**config.mk**
```make
export PLATFORM = sky130hd
export DESIGN_NAME = bgdbg_exec
export DESIGN_NICKNAME = d
export VERILOG_FILES = /design/src/rtl/bgdbg_pkg.sv /design/src/rtl/bgdbg_decode.sv /design/src/rtl/bgdbg_gap_mon.sv /design/src/rtl/bgdbg_status.sv /design/src/rtl/bgdbg_lanes.sv /design/src/rtl/bgdbg_exec.sv
export SDC_FILE = /design/constraint.sdc
export NUM_CORES = 1
export LEC_CHECK = 0
export BUFFER_PORTS_ARGS = -buffer_cell sky130_fd_sc_hd__buf_2
export CORE_MARGIN = 2
export CORE_UTILIZATION = 40
export DETAILED_ROUTE_END_ITERATION = 8
export PLACE_DENSITY = 0.62
export SLEW_MARGIN = 40
export SYNTH_ARGS = -nofsm -noshare
export SYNTH_HDL_FRONTEND = slang
export SYNTH_SLANG_ARGS = --single-unit
```
**constraint.sdc**
```tcl
create_clock -name clk -period 2.1 [get_ports clk]
set_input_delay 0.42 -clock clk [delete_from_list [all_inputs] [get_ports clk]]
set_output_delay 0.42 -clock clk [all_outputs]
set_load 0.02 [all_outputs]
```
**src/rtl/bgdbg_pkg.sv**
```systemverilog
package bgdbg_pkg;

  typedef enum logic [7:0] {
    OP_BGND    = 8'h90,
    OP_RD_BD_B = 8'hE4,
    OP_RD_BD_W = 8'hEC,
    OP_RD_B    = 8'hE0,
    OP_RD_W    = 8'hE8,
    OP_WR_BD_B = 8'hC4,
    OP_WR_BD_W = 8'hCC,
    OP_WR_B    = 8'hC0,
    OP_WR_W    = 8'hC8
  } opcode_e;

  typedef struct packed {
    logic known;
    logic bgnd;
    logic write;
    logic word;
    logic win;
  } cmd_t;

  typedef enum logic [2:0] {
    ST_OP, ST_AH, ST_AL, ST_DH, ST_DL, ST_EXEC, ST_REQ, ST_HOLD
  } state_e;

endpackage

```
**src/rtl/bgdbg_decode.sv**
```systemverilog
module bgdbg_decode
  import bgdbg_pkg::*;
(
  input  logic [7:0] op,
  output cmd_t       cmd
);
  always_comb begin
    cmd = '0;
    cmd.known = 1'b1;
    case (op)
      OP_BGND:    cmd.bgnd = 1'b1;
      OP_RD_BD_B: cmd.win  = 1'b1;
      OP_RD_BD_W: begin cmd.win = 1'b1; cmd.word = 1'b1; end
      OP_RD_B:    ;
      OP_RD_W:    cmd.word = 1'b1;
      OP_WR_BD_B: begin cmd.win = 1'b1; cmd.write = 1'b1; end
      OP_WR_BD_W: begin cmd.win = 1'b1; cmd.write = 1'b1; cmd.word = 1'b1; end
      OP_WR_B:    cmd.write = 1'b1;
      OP_WR_W:    begin cmd.write = 1'b1; cmd.word = 1'b1; end
      default:    cmd.known = 1'b0;
    endcase
  end
endmodule

```
**src/rtl/bgdbg_gap_mon.sv**
```systemverilog
module bgdbg_gap_mon #(
  parameter int MIN_GAP = 150
) (
  input  logic clk,
  input  logic rst,
  input  logic accept,
  output logic violate
);
  localparam int GAP_W = $clog2(MIN_GAP + 1);
  localparam logic [GAP_W-1:0] GAP_MAX = GAP_W'(MIN_GAP);

  logic [GAP_W-1:0] since_q;

  // since_q holds the number of edges since the last accepted opcode
  assign violate = accept && (since_q < GAP_MAX);

  always_ff @(posedge clk) begin
    if (rst) begin
      since_q <= GAP_MAX;
    end else if (accept) begin
      since_q <= GAP_W'(1);
    end else if (since_q < GAP_MAX) begin
      since_q <= since_q + GAP_W'(1);
    end
  end
endmodule

```
**src/rtl/bgdbg_status.sv**
```systemverilog
module bgdbg_status (
  input  logic       clk,
  input  logic       rst,
  input  logic       wr_stb,
  input  logic [7:0] wr_byte,
  input  logic       bg_req,
  output logic       en,
  output logic       bg,
  output logic [7:0] stat
);
  always_ff @(posedge clk) begin
    if (rst) begin
      en <= 1'b0;
      bg <= 1'b0;
    end else begin
      if (wr_stb && wr_byte[7]) en <= 1'b1;
      if (bg_req && en)         bg <= 1'b1;
    end
  end

  assign stat = {en, bg, 6'b0};
endmodule

```
**src/rtl/bgdbg_lanes.sv**
```systemverilog
module bgdbg_lanes #(
  parameter int DATA_W = 16
) (
  input  logic [DATA_W/8-1:0] be,
  input  logic [DATA_W-1:0]   rd_in,
  input  logic [DATA_W-1:0]   wd_in,
  output logic [DATA_W-1:0]   rd_out,
  output logic [DATA_W-1:0]   wd_out
);
  localparam int LANES = DATA_W / 8;

  for (genvar i = 0; i < LANES; i++) begin : g_lane
    assign rd_out[i*8 +: 8] = be[i] ? rd_in[i*8 +: 8] : 8'h00;
    assign wd_out[i*8 +: 8] = be[i] ? wd_in[i*8 +: 8] : 8'h00;
  end
endmodule

```
**src/rtl/bgdbg_exec.sv**
```systemverilog
module bgdbg_exec
  import bgdbg_pkg::*;
#(
  parameter int          ADDR_W        = 16,
  parameter int          DATA_W        = 16,
  parameter int          GRANT_TIMEOUT = 128,
  parameter int          MIN_GAP       = 150,
  parameter logic [15:0] STAT_ADDR     = 16'hFF01
) (
  input  logic              clk,
  input  logic              rst,
  input  logic              rx_valid,
  input  logic [7:0]        rx_byte,
  output logic              tx_valid,
  output logic [DATA_W-1:0] tx_data,
  output logic              bus_req,
  input  logic              bus_grant,
  input  logic              bus_ack,
  output logic [ADDR_W-1:0] bus_addr,
  output logic              bus_we,
  output logic [DATA_W/8-1:0] bus_be,
  output logic              bus_win,
  output logic [DATA_W-1:0] bus_wdata,
  input  logic [DATA_W-1:0] bus_rdata,
  output logic              cpu_freeze,
  output logic              dbg_en,
  output logic              bg_active,
  output logic              err_opcode,
  output logic              err_align,
  output logic              err_timeout,
  output logic              err_proto
);
  localparam int LANES = DATA_W / 8;
  localparam int TMR_W = $clog2(GRANT_TIMEOUT + 1);
  localparam logic [TMR_W-1:0] TMR_LAST = TMR_W'(GRANT_TIMEOUT - 1);

  state_e               state;
  cmd_t                 dec, cmd_q;
  logic [ADDR_W-1:0]    addr_q;
  logic [DATA_W-1:0]    wdata_q;
  logic [LANES-1:0]     be_q, be_n;
  logic [TMR_W-1:0]     tmr;
  logic                 freeze_q;
  logic                 op_seen, accept, gap_bad;
  logic                 hit_stat, stat_wr;
  logic [7:0]           stat;
  logic [DATA_W-1:0]    rd_steer, wd_mask, stat_rd;

  bgdbg_decode u_dec (.op(rx_byte), .cmd(dec));

  assign op_seen = (state == ST_OP) && rx_valid;
  assign accept  = op_seen && dec.known;

  bgdbg_gap_mon #(.MIN_GAP(MIN_GAP)) u_gap (
    .clk(clk), .rst(rst), .accept(accept), .violate(gap_bad)
  );

  // lane choice: word -> all lanes, byte -> even address on high lane
  always_comb begin
    if (cmd_q.word) be_n = '1;
    else            be_n = addr_q[0] ? LANES'(1) : LANES'(1) << (LANES - 1);
  end

  assign hit_stat = cmd_q.win && (addr_q[ADDR_W-1:1] == STAT_ADDR[ADDR_W-1:1]);
  assign stat_wr  = (state == ST_EXEC) && hit_stat && cmd_q.write && be_n[0];

  bgdbg_status u_stat (
    .clk(clk), .rst(rst), .wr_stb(stat_wr), .wr_byte(wdata_q[7:0]),
    .bg_req(accept && dec.bgnd), .en(dbg_en), .bg(bg_active), .stat(stat)
  );

  assign stat_rd = {{(DATA_W-8){1'b0}}, (be_n[0] ? stat : 8'h00)};

  bgdbg_lanes #(.DATA_W(DATA_W)) u_lanes (
    .be(be_q), .rd_in(bus_rdata), .wd_in(wdata_q),
    .rd_out(rd_steer), .wd_out(wd_mask)
  );

  always_ff @(posedge clk) begin
    if (rst) begin
      state       <= ST_OP;
      cmd_q       <= '0;
      addr_q      <= '0;
      wdata_q     <= '0;
      be_q        <= '0;
      tmr         <= '0;
      freeze_q    <= 1'b0;
      tx_valid    <= 1'b0;
      tx_data     <= '0;
      err_opcode  <= 1'b0;
      err_align   <= 1'b0;
      err_timeout <= 1'b0;
      err_proto   <= 1'b0;
    end else begin
      tx_valid    <= 1'b0;
      err_opcode  <= 1'b0;
      err_align   <= 1'b0;
      err_timeout <= 1'b0;
      err_proto   <= gap_bad;
      case (state)
        ST_OP: begin
          if (op_seen) begin
            if (!dec.known) begin
              err_opcode <= 1'b1;
            end else if (!dec.bgnd) begin
              cmd_q <= dec;
              state <= ST_AH;
            end
          end
        end
        ST_AH: begin
          if (rx_valid) begin
            addr_q[ADDR_W-1:8] <= rx_byte[ADDR_W-9:0];
            state              <= ST_AL;
          end
        end
        ST_AL: begin
          if (rx_valid) begin
            addr_q[7:0] <= cmd_q.word ? {rx_byte[7:1], 1'b0} : rx_byte;
            err_align   <= cmd_q.word && rx_byte[0];
            state       <= cmd_q.write ? ST_DH : ST_EXEC;
          end
        end
        ST_DH: begin
          if (rx_valid) begin
            wdata_q[DATA_W-1:8] <= rx_byte[DATA_W-9:0];
            state               <= ST_DL;
          end
        end
        ST_DL: begin
          if (rx_valid) begin
            wdata_q[7:0] <= rx_byte;
            state        <= ST_EXEC;
          end
        end
        ST_EXEC: begin
          be_q <= be_n;
          if (hit_stat) begin
            if (!cmd_q.write) begin
              tx_valid <= 1'b1;
              tx_data  <= stat_rd;
            end
            state <= ST_OP;
          end else begin
            tmr   <= '0;
            state <= ST_REQ;
          end
        end
        ST_REQ: begin
          if (bus_grant) begin
            if (bus_ack) begin
              if (!cmd_q.write) begin
                tx_valid <= 1'b1;
                tx_data  <= rd_steer;
              end
              state <= ST_OP;
            end else begin
              freeze_q <= 1'b1;
              state    <= ST_HOLD;
            end
          end else if (tmr == TMR_LAST) begin
            err_timeout <= 1'b1;
            state       <= ST_OP;
          end else begin
            tmr <= tmr + TMR_W'(1);
          end
        end
        ST_HOLD: begin
          if (bus_ack) begin
            freeze_q <= 1'b0;
            if (!cmd_q.write) begin
              tx_valid <= 1'b1;
              tx_data  <= rd_steer;
            end
            state <= ST_OP;
          end
        end
        default: state <= ST_OP;
      endcase
    end
  end

  assign bus_req    = (state == ST_REQ) || (state == ST_HOLD);
  assign bus_addr   = addr_q;
  assign bus_we     = cmd_q.write;
  assign bus_be     = be_q;
  assign bus_win    = cmd_q.win;
  assign bus_wdata  = wd_mask;
  assign cpu_freeze = freeze_q;
endmodule

```
Word level (Yosys, flattened, before mapping)
Cells that the tools add are included.

Flip-flop bits (word level): 80.

Add/sub/neg operators: 2. Magnitude comparators: 1. Equality and inequality tests: 34. Muxes and demuxes: 50. Bitwise operators: 6. Reductions and logical operators: 34.

Operators with widths (number): $mux 16 (5); $mux 8 (10); $eq 8x8->1 const B (9); $pmux 16 s3 (1); $mux 3 (13); $ne 2x2->1 const B (15); $pmux 3 s8 (1); $add 8x1->8 const B (2); $pmux 8 s2 (1); $reduce_and 4->1 (4); $eq 15x15->1 const B (1); $mux 1 (15); $eq 3x3->1 const B (4); $reduce_or 4->1 (3); $logic_and 1x1->1 (11); $reduce_and 9->1 (1); $reduce_or 3->1 (3); $reduce_or 9->1 (1); $eq 8x7->1 const B (1); $lt 8x8->1 const B (1); $reduce_and 2->1 (4); $eq 3x2->1 const B (2); $not 1->1 (6); $reduce_bool 2->1 (3); other kinds (9) (10).

Logic depth before layout (Yosys ltp)
Depth after elaboration: 6. Mapped depth: 6. Depth with buffers taken out: 5.

By module
A second synthesis with hierarchy kept.

Cell total of the unflattened synthesis: 464. Area total of the unflattened synthesis: 3931.3 µm².

Modules (own cells, without submodules): bgdbg_exec (times used 1, cells each 349, area an instance 3014.1 µm², seq. area each 1401.3 µm²); bgdbg_gap_mon (times used 1, cells each 57, area an instance 478.0 µm², seq. area each 160.2 µm²); bgdbg_lanes (times used 1, cells each 34, area an instance 255.2 µm², seq. area each 0.0 µm²); bgdbg_status (times used 1, cells each 15, area an instance 121.4 µm², seq. area each 40.0 µm²); bgdbg_decode (times used 1, cells each 9, area an instance 62.6 µm², seq. area each 0.0 µm²).

Worst setup path after synthesis
No wires, ideal clock.

Path kind: reg2reg. Start: register cmd_q (netlist bit bus_win). End: register tx_data[10]. Arrival: 1.749 ns. Required time: 1.980 ns. Slack: 0.231 ns. Stages on the path, launching flop included: 6. Path buffers: 1. Cell sequence: dfxtp_1 -> or4b_4 -> nor4_4 -> o21ai_4 -> buf_6 -> mux2i_1.

Longest elaborated chain between the ends: 3.

Ends and longest elaborated chain: start, declared (line bgdbg_exec.sv:38) `cmd_t dec, cmd_q;`; start signal, assigned (line bgdbg_exec.sv:82) `cmd_q <= '0;`; start signal, assigned (line bgdbg_exec.sv:106) `cmd_q <= dec;`; $logic_and 1x1->1 (line bgdbg_exec.sv:64) `assign hit_stat = cmd_q.win && (addr_q[ADDR_W-1:1] == STAT_ADDR[ADDR_W-1:1]);`; $ne 2x2->1 (no line); $reduce_and 4->1 (no line); end signal, assigned (line bgdbg_exec.sv:141) `tx_data <= stat_rd;`; end signal, assigned (line bgdbg_exec.sv:154) `tx_data <= rd_steer;`; end signal, assigned (line bgdbg_exec.sv:173) `tx_data <= rd_steer;`; end, declared (line bgdbg_exec.sv:15) `output logic [DATA_W-1:0] tx_data,`.

Every way passes these cells. A chain may end at the register's enable or synchronous reset.

Worst setup path in the final report
Start: register state[1]. End: output bus_req.

Longest elaborated chain between the ends: 2. Elaborated cells between the ends (all ways): 3. Those cells by class: 2 x eq/ne; 1 x reduce/logical.

Ends and longest elaborated chain: start, declared (line bgdbg_exec.sv:37) `state_e state;`; start signal, assigned (line bgdbg_exec.sv:121) `state <= cmd_q.write ? ST_DH : ST_EXEC;`; $eq 3x3->1 (line bgdbg_exec.sv:183) `assign bus_req = (state == ST_REQ) || (state == ST_HOLD);`; $logic_or 1x1->1 * (line bgdbg_exec.sv:183); end, declared (line bgdbg_exec.sv:16) `output logic bus_req,`.

Mark *: on every way between the ends. The rest lies on a longest branch, timed or not.

==> summary.txt <==
Power and ir drop
  • PwrDens: 691.4 nW/µm²
  • Leakage Power: 1.945 nW
  • VDD IR-drop max: 0.3723 mV

Critical path
  • Startpoint types: register
  • Crit path DAT: 1.55 ns
  • Setup crit end kind: output pin
  • Required @ worst endpoint: 1.68 ns
  • Kind of critical path: reg2out
  • Crit Path Max Fanout: 15

Global route
  • Grt total ovfl: 0
  • Vias in the first global route: 3087
  • Total track usage: 0.1933
  • Largest net degree at the start of global routing: 51
  • Initial antenna violation count: 0
  • First-pass GRT wire length: 15320 µm

Timing
  • Slew Viols, Final: 0
  • Final period utilization: 0.9393
  • Max_slew headroom: 0.6446
  • Tmin final: 1.973 ns
  • Final Hold Vio Count: 0
  • Worst setup margin: 0.1274 ns
  • Worst-Margin Slew: 0.5196 ns
  • Fmax: 506.9 MHz
  • RSZ-0062 raised after global routing: no
  • TNS Setup: 0 ns
  • Setup Viol. Count Final: 0
  • Clock Skews: 0.01082 ns

Yosys
  • Yosys top cell by area: dfxtp_1
  • Mean Syn Cell Area: 8.658 µm²
  • Yosys top cell area share: 0.4384
  • Top_reg_cell synth: dfxtp_1
  • Post-synth EDFFs: 0
  • Most common cell in the synthesized netlist: dfxtp_1
  • Synth Net Count: 453
  • Number of distinct library cells after synthesis: 56
  • Async S/R FF share, synth: 0
  • Register area share after synthesis: 0.4384
  • Mapped Cells: 422
  • Yosys Warn Count: 0
  • Synth top cells by count: dfxtp_1 (80), nand2_1 (70), nor2_1 (38)
  • Top cells by area, synth: dfxtp_1 (44%), mux2i_1 (9.3%), nand2_1 (7.2%)
  • Mapped Area: 3654 µm²
  • Post-synthesis register bit count: 80

Die
  • Starting density of the core: 0.4149
  • Core ar.: 8806 µm²
  • Die X: 99.57 µm
  • Total Die Area: 9914 µm²
  • Core Rows: 34
  • Height of the chip: 99.57 µm
  • Num ports: 90

Finish
  • # diodes: 0
  • Layout cells sized above 1: 0.2452
  • FILL cells: 876
  • Final instance area: 4425 µm²
  • Layout Nets: 544
  • Area Overhead vs Synth: 21.13%

Clock tree
  • Post-CTS Hold Buffers: 0
  • Post CTS Setup Buffer Count: 0
  • Worst-path clk slew: 0.08 ns
  • CTS tree: done
  • Total CTS buffers: 9
  • CTS root buf: clkbuf_8
  • Worst-Skew Late Latency: 0.36 ns
  • H-tree Lvls: 3
  • CTS max path bufs: 2
  • Sinks on Clock Net: 80

Detailed routing
  • Via-to-Cell Ratio: 5.244
  • DR pass1 iterations: 4
  • Drt wl/cell: 14.87 µm
  • Vias post-DR: 3283
  • Top Metal Used: met4
  • Post-route ant nets: 0
  • Met1 WL: 4172 µm
  • Met3 wire length: 592 µm
  • WL final: 9306 µm
  • Iter 0 DRT Violations: 220
  • Met2 WL: 4419 µm
  • Drt drc: 0

Place
  • Placed Area: 4237 µm²
  • Placer Congestion: 0.8608
  • Dpl ws: 0.08483 ns
  • Post-DP HPWL: 6743 µm
  • PortBufs: 89

Status
  • Status: completed

Hold path
  • Hold Path Class: in2reg

Run
  • Max-cap violations: 0
cells by family (layout without fill, tap and decap cells):
logic type | Yosys count | after routing | synth area share
simple gates | 186 | 186 | 0.2558
flops | 80 | 80 | 0.4384
compound gates | 75 | 75 | 0.1353
mux | 36 | 36 | 0.09932
buf+inv | 31 | 127 | 0.03528
xor+xnor | 11 | 11 | 0.02637
fa+ha+maj | 3 | 3 | 0.009588
path summary, 6_finish.rpt:
check	depth (start not counted)	slack (ns)	to	from
hold reg to reg	2	0.45	wdata_q[8]$_SDFFE_PP0P_	wdata_q[8]$_SDFFE_PP0P_
hold / removal	3	0.31	tx_data[5]$_SDFFE_PP0P_	bus_rdata[5]
setup / recovery	3	0.13	bus_req	state[1]$_SDFFE_PP0P_
setup reg to reg	5	0.16	tmr[6]$_SDFFE_PP0P_	bus_addr[2]$_SDFFE_PP0P_
report_power, final:
group	internal, mW	switching, mW	total, mW
clock network	0.543	0.562	1.11
registers	1.55	0.0541	1.61
logic	0.148	0.201	0.349
layout make-up:
type                            instances  area (µm²)  share of cell area
Clock buffer                           10       127.6             0.02884
Clock inverter                          6       60.06             0.01357
Inverter                                9       33.78            0.007634
Multi-Input combinational cell        311        1923              0.4345
Sequential cell                        80        1603              0.3622
Tap cell                              108       135.1             0.03053
Timing Repair Buffer                  102       543.0              0.1227
layer usage:
metal	global-route usage	vias up
met5	0	-
met2	0.3124	101
met1	0.2483	1516
li1	-	1655
met3	0.05200	11
met4	0.07060	0
flip-flops by register name, indices dropped and copies added (netlist names), 2 cells and up:
name,flops
bus_addr,16
bus_be,2
state,3
tmr,8
tx_data,16
u_gap.since_q,8
wdata_q,16
metrics by stage:
stage | hold WS, ns | power (mW) | instances | utilization
3_3_place_gp | 0.4398 | 1.979 | 610 | 0.4811
2_1_floorplan | 0.4317 | 1.869 | 422 | -
3_5_place_dp | 0.4467 | 1.987 | 610 | 0.4811
4_1_cts | 0.2914 | 3.093 | 626 | 0.5024
5_1_grt | 0.3038 | 3.210 | 626 | 0.5026
6_report | 0.3058 | 3.060 | 626 | 0.5026
repair_timing:
item                                   CTS  global route
setup endpoints to repair                0             1
resized for setup                        0             1
endpoints found under the hold margin    0             0
layout by cell type, fill, tap and decap left out, types with 4 or more instances in the layout:
| cell | synthesis | final |
|---|---|---|
| nand3_1 | 5 | 5 |
| nor2_1 | 38 | 38 |
| clkbuf_8 | 0 | 9 |
| nand2_1 | 70 | 70 |
| mux2i_1 | 34 | 34 |
| and3_1 | 10 | 10 |
| o2111ai_1 | 4 | 4 |
| o211ai_1 | 5 | 5 |
| dfxtp_1 | 80 | 79 |
| buf_4 | 0 | 13 |
| o21a_1 | 4 | 4 |
| a21oi_1 | 26 | 26 |
| inv_1 | 7 | 7 |
| nand2b_1 | 6 | 6 |
| buf_2 | 4 | 89 |
| nor3_1 | 9 | 9 |
| o21ai_0 | 11 | 11 |
| xor2_1 | 9 | 9 |
| nor2b_1 | 6 | 6 |
| nand4b_1 | 5 | 5 |
| and2_1 | 20 | 20 |
| a31oi_1 | 5 | 5 |
critical path, cell delays in order, from the launching register on:
cell      delay [ns]
dfxtp_1         0.63
nand2_1         0.16
clkinv_1        0.21
buf_2           0.20
(Power assumes the default switching activity.)
